$ cat src/rtl/sar_seq_pkg.sv
package sar_seq_pkg;

  typedef enum logic [1:0] {
    PH_IDLE  = 2'd0,
    PH_INIT  = 2'd1,
    PH_FINAL = 2'd2,
    PH_RESOL = 2'd3
  } phase_e;

endpackage

$ cat src/rtl/sar_phase_ctrl.sv
module sar_phase_ctrl
  import sar_seq_pkg::*;
#(
  parameter int RES_BITS = 10,
  parameter int INIT_CYC = 2,
  parameter int BASE_FIN = 2,
  parameter int FSEL_W   = 2,
  localparam int MAX_FIN = BASE_FIN << ((1 << FSEL_W) - 1),
  localparam int MAX_LEN = (MAX_FIN > RES_BITS) ?
                           ((MAX_FIN > INIT_CYC) ? MAX_FIN : INIT_CYC) :
                           ((RES_BITS > INIT_CYC) ? RES_BITS : INIT_CYC),
  localparam int CNT_W   = $clog2(MAX_LEN + 1),
  localparam int IDX_W   = $clog2(RES_BITS)
) (
  input  logic              clk,
  input  logic              rst_n,
  input  logic              conv_en_i,
  input  logic              start_i,
  input  logic [FSEL_W-1:0] fsel_i,
  input  logic              bypass_i,
  output phase_e            phase_o,
  output logic              clear_o,
  output logic              load_o,
  output logic              step_o,
  output logic              last_o,
  output logic [IDX_W-1:0]  bit_idx_o
);

  localparam logic [CNT_W-1:0] INIT_LAST = CNT_W'(INIT_CYC - 1);
  localparam logic [CNT_W-1:0] RES_LAST  = CNT_W'(RES_BITS - 1);

  phase_e              phase_q, phase_n;
  logic [CNT_W-1:0]    cnt_q, cnt_n;
  logic [FSEL_W-1:0]   sel_q, sel_n;
  logic [CNT_W-1:0]    fin_last;

  always_comb begin
    fin_last = CNT_W'((32'(BASE_FIN) << sel_q) - 32'd1);
  end

  always_comb begin
    phase_n = phase_q;
    cnt_n   = cnt_q;
    sel_n   = sel_q;
    clear_o = 1'b0;
    load_o  = 1'b0;
    step_o  = 1'b0;
    last_o  = 1'b0;
    unique case (phase_q)
      PH_IDLE: begin
        if (start_i) begin
          clear_o = 1'b1;
          sel_n   = fsel_i;
          cnt_n   = '0;
          phase_n = bypass_i ? PH_FINAL : PH_INIT;
        end
      end
      PH_INIT: begin
        if (conv_en_i) begin
          if (cnt_q == INIT_LAST) begin
            phase_n = PH_FINAL;
            cnt_n   = '0;
          end else begin
            cnt_n = cnt_q + CNT_W'(1);
          end
        end
      end
      PH_FINAL: begin
        if (conv_en_i) begin
          if (cnt_q == fin_last) begin
            phase_n = PH_RESOL;
            cnt_n   = '0;
            load_o  = 1'b1;
          end else begin
            cnt_n = cnt_q + CNT_W'(1);
          end
        end
      end
      PH_RESOL: begin
        if (conv_en_i) begin
          step_o = 1'b1;
          if (cnt_q == RES_LAST) begin
            last_o  = 1'b1;
            phase_n = PH_IDLE;
            cnt_n   = '0;
          end else begin
            cnt_n = cnt_q + CNT_W'(1);
          end
        end
      end
      default: phase_n = PH_IDLE;
    endcase
  end

  always_ff @(posedge clk or negedge rst_n) begin
    if (!rst_n) begin
      phase_q <= PH_IDLE;
      cnt_q   <= '0;
      sel_q   <= '0;
    end else begin
      phase_q <= phase_n;
      cnt_q   <= cnt_n;
      sel_q   <= sel_n;
    end
  end

  assign phase_o   = phase_q;
  assign bit_idx_o = IDX_W'(RES_BITS - 1) - IDX_W'(cnt_q);

endmodule

$ cat src/rtl/sar_approx_reg.sv
module sar_approx_reg #(
  parameter int RES_BITS = 10,
  localparam int IDX_W   = $clog2(RES_BITS)
) (
  input  logic                clk,
  input  logic                rst_n,
  input  logic                clear_i,
  input  logic                load_i,
  input  logic                step_i,
  input  logic                last_i,
  input  logic [IDX_W-1:0]    bit_idx_i,
  input  logic                cmp_hi_i,
  output logic [RES_BITS-1:0] dac_code_o,
  output logic [RES_BITS-1:0] result_o,
  output logic                done_o
);

  logic [RES_BITS-1:0] sar_q, sar_n;
  logic [RES_BITS-1:0] res_q, res_n;
  logic                done_q, done_n;

  always_comb begin
    sar_n  = sar_q;
    res_n  = res_q;
    done_n = 1'b0;
    if (clear_i) begin
      sar_n = '0;
    end
    if (load_i) begin
      sar_n               = '0;
      sar_n[RES_BITS-1]   = 1'b1;
    end
    if (step_i) begin
      sar_n[bit_idx_i] = cmp_hi_i;
      if (bit_idx_i != '0) begin
        sar_n[bit_idx_i - IDX_W'(1)] = 1'b1;
      end
      if (last_i) begin
        res_n  = sar_n;
        done_n = 1'b1;
      end
    end
  end

  always_ff @(posedge clk or negedge rst_n) begin
    if (!rst_n) begin
      sar_q  <= '0;
      res_q  <= '0;
      done_q <= 1'b0;
    end else begin
      sar_q  <= sar_n;
      res_q  <= res_n;
      done_q <= done_n;
    end
  end

  assign dac_code_o = sar_q;
  assign result_o   = res_q;
  assign done_o     = done_q;

endmodule

$ cat src/rtl/sar_conv_seq.sv
module sar_conv_seq
  import sar_seq_pkg::*;
#(
  parameter int RES_BITS = 10,
  parameter int INIT_CYC = 2,
  parameter int BASE_FIN = 2,
  parameter int FSEL_W   = 2,
  localparam int IDX_W   = $clog2(RES_BITS)
) (
  input  logic                clk,
  input  logic                rst_n,
  input  logic                conv_en_i,
  input  logic                start_i,
  input  logic [FSEL_W-1:0]   fsel_i,
  input  logic                bypass_i,
  input  logic                cmp_hi_i,
  output logic                busy_o,
  output logic                buf_en_o,
  output logic                direct_o,
  output logic [RES_BITS-1:0] dac_code_o,
  output logic [RES_BITS-1:0] result_o,
  output logic                done_o
);

  phase_e           phase;
  logic             clear, load, step, last;
  logic [IDX_W-1:0] bit_idx;

  sar_phase_ctrl #(
    .RES_BITS (RES_BITS),
    .INIT_CYC (INIT_CYC),
    .BASE_FIN (BASE_FIN),
    .FSEL_W   (FSEL_W)
  ) u_ctrl (
    .clk       (clk),
    .rst_n     (rst_n),
    .conv_en_i (conv_en_i),
    .start_i   (start_i),
    .fsel_i    (fsel_i),
    .bypass_i  (bypass_i),
    .phase_o   (phase),
    .clear_o   (clear),
    .load_o    (load),
    .step_o    (step),
    .last_o    (last),
    .bit_idx_o (bit_idx)
  );

  sar_approx_reg #(
    .RES_BITS (RES_BITS)
  ) u_sar (
    .clk        (clk),
    .rst_n      (rst_n),
    .clear_i    (clear),
    .load_i     (load),
    .step_i     (step),
    .last_i     (last),
    .bit_idx_i  (bit_idx),
    .cmp_hi_i   (cmp_hi_i),
    .dac_code_o (dac_code_o),
    .result_o   (result_o),
    .done_o     (done_o)
  );

  assign busy_o   = (phase != PH_IDLE);
  assign buf_en_o = (phase == PH_INIT);
  assign direct_o = (phase == PH_FINAL);

endmodule

$ cat config.mk
export PLATFORM = sky130hd
export DESIGN_NAME = sar_conv_seq
export DESIGN_NICKNAME = d
export VERILOG_FILES = /design/src/rtl/sar_seq_pkg.sv /design/src/rtl/sar_phase_ctrl.sv /design/src/rtl/sar_approx_reg.sv /design/src/rtl/sar_conv_seq.sv
export SDC_FILE = /design/constraint.sdc
export NUM_CORES = 1
export LEC_CHECK = 0
export ABC_AREA = 1
export ABC_CLOCK_PERIOD_IN_PS = 1700
export BUFFER_PORTS_ARGS = -buffer_cell sky130_fd_sc_hd__buf_2
export CORE_ASPECT_RATIO = 0.8
export CORE_MARGIN = 2
export CORE_UTILIZATION = 40
export CTS_BUF_LIST = sky130_fd_sc_hd__clkbuf_8
export CTS_CLUSTER_SIZE = 30
export DETAILED_ROUTE_END_ITERATION = 8
export GPL_TIMING_DRIVEN = 0
export SLEW_MARGIN = 10
export SYNTH_ARGS = -nofsm -noshare
export SYNTH_HDL_FRONTEND = slang
export SYNTH_SLANG_ARGS = --single-unit
$ cat constraint.sdc
create_clock -name clk -period 1.7 [get_ports clk]
set_clock_uncertainty 0.1 [all_clocks]
set_input_delay 0.085 -clock clk [delete_from_list [all_inputs] [get_ports clk]]
set_output_delay 0.085 -clock clk [all_outputs]
set_load 0.02 [all_outputs]
; ---- After elaboration in Yosys (flattened, before gate mapping)
; Index checks and enable logic that the tools add are counted.
[op_classes]
eq_ne = 13
n_addsub = 4
magnitude_cmp = 4
n_mux = 38
reduce_logical = 9
n_shift = 1
bitwise_logic = 1
[ops]
columns = op, count
row1 = two-way mux 10 bit, 4
row2 = two-way mux 5 bit, 7
row3 = case mux 5 bit (4 select lines), 1
row4 = two-way mux 2 bit, 8
row5 = two-way mux 1 bit, 14
row6 = bitwise mux 10 bit, 1
row7 = < comparator 4 x 5 -> 1 bit (second input constant), 2
row8 = OR 10 bit, 1
row9 = demux 1 bit (select 4 bit), 2
row10 = >= comparator 4 x 1 -> 1 bit (second input constant), 2
row11 = != test 2 bit (second input constant), 4
row12 = case mux 2 bit (4 select lines), 1
row13 = AND reduction 7 bit, 1
row14 = != test 2 x 1 -> 1 bit (second input constant), 3
row15 = adder 5 x 1 -> 5 bit (second input constant), 1
row16 = == test 5 x 1 -> 1 bit (second input constant), 1
row17 = == test 5 x 4 -> 1 bit (second input constant), 1
row18 = == test 5 bit, 1
row19 = << shifter 2 x 2 -> 5 bit (first input constant), 1
row20 = subtractor 5 x 1 -> 5 bit (second input constant), 1
row21 = == test 2 bit (second input constant), 2
row22 = AND reduction 2 bit, 2
row23 = AND reduction 4 bit, 1
row24 = nonzero test 4 bit, 1
row25 = other kinds (6), 7
[word_totals]
regBits = 30
wordCells = 76
inputBits = 8
out_inout_bits = 24

; ---- Longest topological paths before layout
; Gate-level depths: netlist (run 1).
[logic_depth]
word_depth = 11
mapped_depth = 14
mapped_depth_nobuf = 13

; ---- Hierarchy
; A second synthesis (run 1) with hierarchy kept.
[unflattened]
hier_cells = 265
area_unflattened_um2 = 1875.5
[modules_own_cells]
columns = module, cells_each, area_each_um2, seq_area_each_um2, n_inst
row1 = sar_approx_reg, 155, 1102.3, 525.5, 1
row2 = sar_phase_ctrl, 105, 754.5, 225.2, 1
row3 = sar_conv_seq, 5, 18.8, 0.0, 1

; ---- Worst setup path before layout (run 1)
; No wires, ideal clock.
[synth_timing]
kind = reg-to-reg
from = register u_ctrl.cnt_q[1]
to = register u_sar.sar_q[4], in the netlist u_sar.dac_code_o[4]
stages_incl_launch_ff = 12
arrival_ns = 1.605
n_path_buf = 0
setup_time_ns = 0.118
slack_ns = -0.123
t_required_ns = 1.482
synth_period_minus_slack_ns = 1.823
cell_sequence = dfrtp_1 -> inv_1 -> ha_1 -> inv_2 -> nand2_1 -> nand2_1 -> nand3b_1 -> nor2_1 -> nor2_1 -> nand2_1 -> nand2_1 -> nand2_1
[synth_between]
elab_chain_len = 9
elab_cells_between_ends = 22
classes_between = 2 x add/sub / 4 x order compare / 1 x eq/ne / 11 x mux / 1 x bitwise / 3 x reduce/logical
[synth_lines]
columns = item, line_no
row1 = start: declaration, sar_phase_ctrl.sv:33  ; logic [CNT_W-1:0] cnt_q, cnt_n;
row2 = start signal: assignment, sar_phase_ctrl.sv:102  ; cnt_q <= cnt_n;
row3 = subtractor 4 bit or == test 5 bit (tied branches), "sar_phase_ctrl.sv:108, sar_phase_ctrl.sv:70"
row4 = subtractor 4 x 1 -> 4 bit (tied with other cells), sar_approx_reg.sv:36  ; sar_n[bit_idx_i - IDX_W'(1)] = 1'b1;
row5 = < comparator 4 x 5 -> 1 bit (implied by the code) (tied with other cells), sar_approx_reg.sv:36
row6 = logical AND 1 bit (implied by the code) (tied with other cells), sar_approx_reg.sv:36
row7 = two-way mux 1 bit (implied by the code) (tied with other cells), sar_approx_reg.sv:36
row8 = demux 1 bit (select 4 bit) or bitwise mux 10 bit (tied branches), --
row9 = OR 10 bit (no source line), --
row10 = two-way mux 10 bit, sar_approx_reg.sv:35  ; if (bit_idx_i != '0) begin
row11 = two-way mux 10 bit *, sar_approx_reg.sv:33  ; if (step_i) begin
row12 = net u_sar.sar_n[4], sar_approx_reg.sv:18  ; logic [RES_BITS-1:0] sar_q, sar_n;
row13 = end signal: assignment, sar_approx_reg.sv:51  ; sar_q <= sar_n;
row14 = end: declaration, sar_approx_reg.sv:18
; The timed path passes the listed nets; every way through them passes the cells marked *.
; A chain may end at the register's enable or synchronous reset.

; ---- Final worst setup path (run 1)
[layout_timing]
from = register u_ctrl.cnt_q[1]
to = register u_ctrl.cnt_q[3]
[layout_between]
elab_chain_len = 4
elab_cells_between_ends = 11
classes_between = 1 x add/sub / 3 x eq/ne / 7 x mux
[layout_lines]
columns = item, line_no
row1 = adder 5 x 1 -> 5 bit (tied with other cells), "sar_phase_ctrl.sv:64, sar_phase_ctrl.sv:75, sar_phase_ctrl.sv:87"
row2 = "two-way mux 5 bit, on equally long branches", "sar_phase_ctrl.sv:82, sar_phase_ctrl.sv:60, sar_phase_ctrl.sv:70"
row3 = "two-way mux 5 bit, on equally long branches", "sar_phase_ctrl.sv:80, sar_phase_ctrl.sv:59, sar_phase_ctrl.sv:69"
row4 = case mux 5 bit (4 select lines) *, sar_phase_ctrl.sv:49  ; unique case (phase_q)
; Every way passes the cells marked *; elsewhere a longest branch is shown, timed or not. The select of a mux whose other input is x is not followed.

==> results of run 1 <==
==> worst max path at each step <==
stage                               endpoint  slack [ns]  cells past startpoint
2_1_floorplan  u_ctrl.phase_o[1]$_DFFE_PN0P_      0.0003                     13
3_3_place_gp   u_sar.result_o[9]$_DFFE_PN0P_       -0.37                      9
3_5_place_dp   u_sar.result_o[9]$_DFFE_PN0P_       -0.39                      9
4_1_cts        u_sar.dac_code_o[4]$_DFF_PN0_       -0.04                     12
5_1_grt        u_sar.dac_code_o[4]$_DFF_PN0_       -0.19                     11
6_report         u_ctrl.cnt_q[3]$_DFFE_PN0P_       -0.08                     13
==> cell type report <==
| type | instances | share of cell area |
|---|---|---|
| Buffer | 5 | 0.0177 |
| Inverter | 35 | 0.0514 |
| Tap cell | 62 | 0.0261 |
| Multi-Input combinational cell | 229 | 0.484 |
| Clock inverter | 2 | 0.00295 |
| Timing Repair Buffer | 58 | 0.132 |
| Timing Repair inverter | 2 | 0.00379 |
| Sequential cell | 30 | 0.254 |
| Clock buffer | 6 | 0.0278 |
==> registers in the layout, summed over array words and instances (netlist names) <==
name / count
u_ctrl.phase_o: 2
u_sar.result_o: 10
u_ctrl.cnt_q: 5
u_sar.done_o: 1
u_sar.dac_code_o: 10
u_ctrl.sel_q: 2
==> layer usage <==
metal / global-route usage / vias up
li1: - / 1063
met1: 0.294 / 989
met2: 0.315 / 54
met3: 0.0386 / 11
met4: 0.0635 / 0
met5: 0 / -
==> cell families after synthesis <==
| logic type | after synthesis |
|---|---|
| AND/OR/NAND/NOR | 202 |
| buffers and inverters | 41 |
| flip-flops | 30 |
| adder cells (fa/ha/maj) | 14 |
| AO/OA/AOI/OAI | 9 |
| XOR/XNOR | 3 |
==> Yosys cell counts (all sizes together) (3+ instances only) <==
library cell    n  area (um^2)
nand3          30          155
nor2           47          211
nand2         118          460
xor2            3         26.3
o22ai           3         18.8
dfrtp          30          751
buf             6         51.3
clkinv          3         11.3
ha             14          175
inv            32          123
o21ai           5         25.0
nand4           3         33.8
==> repair_timing <==
| item | CTS | global route |
|---|---|---|
| endpoints found under the setup margin | 28 | 27 |
| hold buffers | 3 | 0 |
| resized for setup | 32 | 66 |
| hold endpoints to repair | 32 | 0 |
| buffers inserted | 8 | 14 |
| cloned | 3 | 2 |
| pin swaps | 14 | 41 |
==> through the flow <==
step | setup slack [ns] | hold slack [ns] | TNS (ns) | power, W
final | -0.0844 | -0.00169 | -0.453 | 0.00415
after global placement | -0.366 | 0.0733 | -6.25 | 0.00258
after detailed placement | -0.386 | 0.0864 | -6.35 | 0.00259
after CTS | -0.0357 | 0.00227 | -0.159 | 0.00349
after floorplan | 0.000274 | -0.311 | 0 | 0.00219
after global routing | -0.187 | 0.0407 | -2.85 | 0.00444
==> worst register-to-register path, stage by stage (launching register included) <==
cell and delay, ns:
dfrtp_2 0.43, inv_4 0.10, buf_12 0.11, ha_4 0.13, inv_2 0.04, nor2_4 0.12, nand2_1 0.07, nand2_1 0.05
nand2_1 0.06, inv_2 0.09, nand3_4 0.10, buf_4 0.15, nand2_1 0.05, o22ai_1 0.06
==> power breakdown <==
group	switching (W)	total (W)	internal (W)
clock	0.000276	0.000596	0.000320
sequential	0.000106	0.000926	0.000820
combinational	0.00160	0.00263	0.00103
==> impl_metrics.ini, run 1 <==
[outcome]
status = finished with violations
violations = negative hold slack, negative setup slack

[floorplan]
rows = 23
core_area_um2 = 5010
start_util = 0.415
die_h_um = 68.4
die-area_um2 = 5790
die_x_um = 84.5
ios = 32

[worst_setup_path]
r2r-end = u_ctrl.cnt_q[3]$_DFFE_PN0P_
slowest_stage = dfrtp_2
cp_top_family = buffers and inverters
rrSetupSlack_ns = -0.08
cp-end-kind = flip-flop
slowest_delay_ns = 0.43
crit-reg2reg-launch = u_ctrl.cnt_q[1]$_DFFE_PN0P_
arrival_ns = 1.85
crit_type = reg2reg
cp_cell_sequence = inv_4 > buf_12 > ha_4 > inv_2 > nor2_4 > nand2_1 > nand2_1 > nand2_1 > inv_2 > nand3_4 > buf_4 > nand2_1 > o22ai_1
cp-start-kind = flip-flop
cp.buffers_inverters = 5
startpoint = u_ctrl.cnt_q[1]$_DFFE_PN0P_
crit_fanout = 3
path_common_cell = nand2_1
required_ns = 1.77
r2r_cells = 13

[synthesis]
synth_top_family_by_area = simple AND/OR/NAND/NOR gates
ys_warn_count = 0
synth_edf_count = 0
synth_fa_ha_area_frac = 0.0844
synth-xor-area-share = 0.0127
synthArstFlopShare = 1.00
synthMuxAreaShare = 0
syn_area_per_cell_um2 = 6.94
synth_nets = 321
ys_types = 28
ys.flop_type = dfrtp_1
synth_compound_area_frac = 0.0247
synth_area_um2 = 2080
yosys.area_share.simple = 0.427
ys_ff_latch = 30
postSynthCellCount = 299
yosysSeqAreaShare = 0.362

[clocking]
cts_max_path_buffers = 2
cts_buffers = 5
htree_levels = 2
cts.root.buffer_cell = clkbuf_8
cts_sinks = 30
clk_latency_ns = 0.28
clkSlewWorstSetupHoldPaths_ns = 0.07
cts_tree = yes

[finish]
layout.cells.most_common = nand2_1
n_fill_cell = 474
post-route-util = 0.593
diodes = 0
fin_cells = 429
layout.nets = 388
final_cell_mix = nand2_1 (88), buf_2 (33), nor2_1 (32), dfrtp_1 (27), nand2_2 (22)
multiInputGateArea_um2 = 1440
drive_above_1_share = 0.417
area_growth_pct = 43.0
final_area_um2 = 2970
seqCellArea_um2 = 754

[detailed_routing]
drc = 0
dr_wl_met2_um = 2580
wl_per_cell_um = 13.8
routed-via-count = 2117
wl_met1_um = 2940
detail_route.wirelength_um = 5910
antenna_left = 0
drt_iter0_drc = 120
drtPass1Iterations = 5
top_layer = met4
vias_per_cell = 4.93
wl_met3_um = 306

[pwr]
power.density_nw_per_um2 = 1400
ir_worst_vdd_mv = 0.881
leakage_nw = 1.55

[timing]
maxSlewHeadroom = 0.531
hold_violations = 1
fmax_mhz = 560
fin_crit_sh = 1.05
holdWs_ns = -0.00169
period_needed_ns = 1.78
setup_viol = 14
drv_slew = 0
tightest_slew_ns = 0.704
rsz0062_at_grt = true
fin_ws_ns = -0.0844

[placed_design]
io_buffers = 31
gp_congestion = 0.905
placed_area_um2 = 2330
dp_hpwl_um = 3670
placed_cells = 392

[worst_hold_path]
holdPathStages = 4
hp-class = in2reg
min_from = start_i
whs_endpoint = u_ctrl.sel_q[1]$_DFFE_PN0P_

[grt]
antenna_found_initial = 0
grt_max_degree = 31
grt_overflow = 0
grt_pass1_wl_um = 9070
track_usage = 0.205
grt_pass1_vias = 1851

[job]
maxCapViolations = 0
Power figures use the tool's default switching activity.
==> inputs of run 2 (changes only) <==
Settings changed: ABC_CLOCK_PERIOD_IN_PS 1700 to 1650.
Clock period 1.7 ns to 1.65 ns, I/O delays scaled along.
==> run 2 against run 1 <==
Compared with the run above: the flow finishes with violations (negative setup slack); core utilization rose by 0.30 points; setup slack worse by 0.039 ns; power grew 4.9%; clock-buffer cell count decreased by 1; global-route usage down 0.56 points; via count is 1.6% lower; sequential cell count unchanged; non-clock buffer count decreased by 1; wire length is 3.8% lower; die area unchanged; critical path depth did not move; critical path type unchanged; highest routed layer unchanged.
==> impl_metrics.ini, run 2 (synthesized netlist as in run 1, its figures left out) <==
[outcome]
status = finished with violations
violations = negative setup slack

[floorplan]
core_area_um2 = 5010
start_util = 0.415
die_x_um = 84.5
rows = 23
ios = 32
die-area_um2 = 5790
die_h_um = 68.4

[clocking]
cts_buffers = 5
cts_max_path_buffers = 2
cts.root.buffer_cell = clkbuf_8
htree_levels = 2
cts_tree = yes
clkSlewWorstSetupHoldPaths_ns = 0.07
clk_latency_ns = 0.29
cts_sinks = 30

[grt]
antenna_found_initial = 0
grt_pass1_vias = 1844
grt_overflow = 0
grt_max_degree = 31
track_usage = 0.200
grt_pass1_wl_um = 8890

[worst_hold_path]
hp-class = in2reg

[finish]
seqCellArea_um2 = 754
n_fill_cell = 454
multiInputGateArea_um2 = 1410
layout.cells.most_common = nand2_1
final_cell_mix = nand2_1 (93), nor2_1 (32), buf_2 (32), dfrtp_1 (27), nand3_1 (25)
layout.nets = 386
diodes = 0
drive_above_1_share = 0.408
area_growth_pct = 43.8

[worst_setup_path]
crit_type = reg2reg
arrival_ns = 1.85
rrSetupSlack_ns = -0.12
cp-start-kind = flip-flop
crit_fanout = 3
required_ns = 1.73
cp-end-kind = flip-flop

[timing]
hold_violations = 0
rsz0062_at_grt = true
maxSlewHeadroom = 0.542
fin_ws_ns = -0.123
setup_viol = 18
fmax_mhz = 564
holdWs_ns = 0.00388
drv_slew = 0
fin_crit_sh = 1.07
fin_tns_setup_ns = -1.03
period_needed_ns = 1.77
tightest_slew_ns = 0.687

[detailed_routing]
wl_per_cell_um = 13.3
drt_iter0_drc = 135
detail_route.wirelength_um = 5680
drtPass1Iterations = 4
drc = 0
vias_per_cell = 4.88
routed-via-count = 2084
antenna_left = 0

[placed_design]
pre_cts_ws_ns = -0.194
dp_hpwl_um = 3630
gp_congestion = 0.904
io_buffers = 31

[pwr]
power.density_nw_per_um2 = 1460
leakage_nw = 1.55
ir_worst_vdd_mv = 0.946

[job]
maxCapViolations = 0
-- run 2: changes by cell type in the layout (fill, tap and decap cells not counted), sizes merged --
| cell | before | now |
|---|---|---|
| bufinv | 0 | 1 |
| clkbuf | 7 | 5 |
| clkinv | 2 | 3 |
| inv | 35 | 34 |
| nand4 | 4 | 3 |
-- run 2: cell type report --
cell class                 instances  share of cell area
clock buffer                       5              0.0231
inverter                          35              0.0528
clock inverter                     3              0.0134
buffer                             5              0.0180
timing repair buffer              57               0.138
tap                               62              0.0260
sequential                        30               0.253
timing repair inverter             2             0.00377
multi-input combinational        228               0.473
-- run 2: power breakdown --
group	leakage [nW]	switching (W)	total, W	internal [W]
Combinational	1.08	0.00160	0.00266	0.00106
Sequential	0.406	0.000107	0.000952	0.000845
Clock	0.0579	0.000292	0.000736	0.000444
Total	1.55	0.00200	0.00435	0.00235
-- run 2: critical path: stages, from the launching register on --
cell	delay [ns]
dfrtp_2	0.43
inv_4	0.09
buf_12	0.11
ha_4	0.16
inv_4	0.04
nor2_4	0.08
nand2_2	0.09
nand2_2	0.08
nand2_2	0.06
inv_4	0.07
nand3_4	0.08
buf_6	0.13
nand4_1	0.08
nand2_1	0.07
-- run 2: metal layers --
metal / GRT usage / wire (um) / vias to the layer above
met5: 0 / 0 / -
met4: 0.0833 / 99 / 0
met3: 0.0519 / 387 / 10
met2: 0.287 / 2360 / 64
met1: 0.284 / 2840 / 958
li1: - / - / 1052
-- run 2: metrics by stage --
step / total power, W / cell area [um^2] / util / instances
finish: 0.00435 / 2980 / 0.596 / 427
global route: 0.00466 / 2980 / 0.596 / 427
global placement: 0.00268 / 2350 / 0.469 / 392
detailed placement: 0.00270 / 2350 / 0.469 / 392
CTS: 0.00375 / 2720 / 0.543 / 418
floorplan: 0.00229 / 2110 / - / 299
-- run 2: final timing paths --
| path | start | endpoint | cells after the start |
|---|---|---|---|
| hold / removal | start_i | u_ctrl.sel_q[1]$_DFFE_PN0P_ | 4 |
| hold reg to reg | u_sar.result_o[2]$_DFFE_PN0P_ | u_sar.result_o[2]$_DFFE_PN0P_ | 2 |
| min in group asynchronous | rst_n | u_ctrl.cnt_q[1]$_DFFE_PN0P_ | 2 |
| setup / recovery | u_ctrl.cnt_q[1]$_DFFE_PN0P_ | u_ctrl.cnt_q[2]$_DFFE_PN0P_ | 13 |
| max in group asynchronous | rst_n | u_ctrl.cnt_q[0]$_DFFE_PN0P_ | 2 |
| setup reg to reg | u_ctrl.cnt_q[1]$_DFFE_PN0P_ | u_ctrl.cnt_q[2]$_DFFE_PN0P_ | 13 |
-- run 2: timing repair --
item | CTS | global route
hold buffers | 3 | 0
gates resized for setup | 35 | 53
pin swaps | 22 | 26
cloned | 1 | 1
buffers inserted | 14 | 9
endpoints found under the hold margin | 32 | 0
setup endpoints to repair | 28 | 27
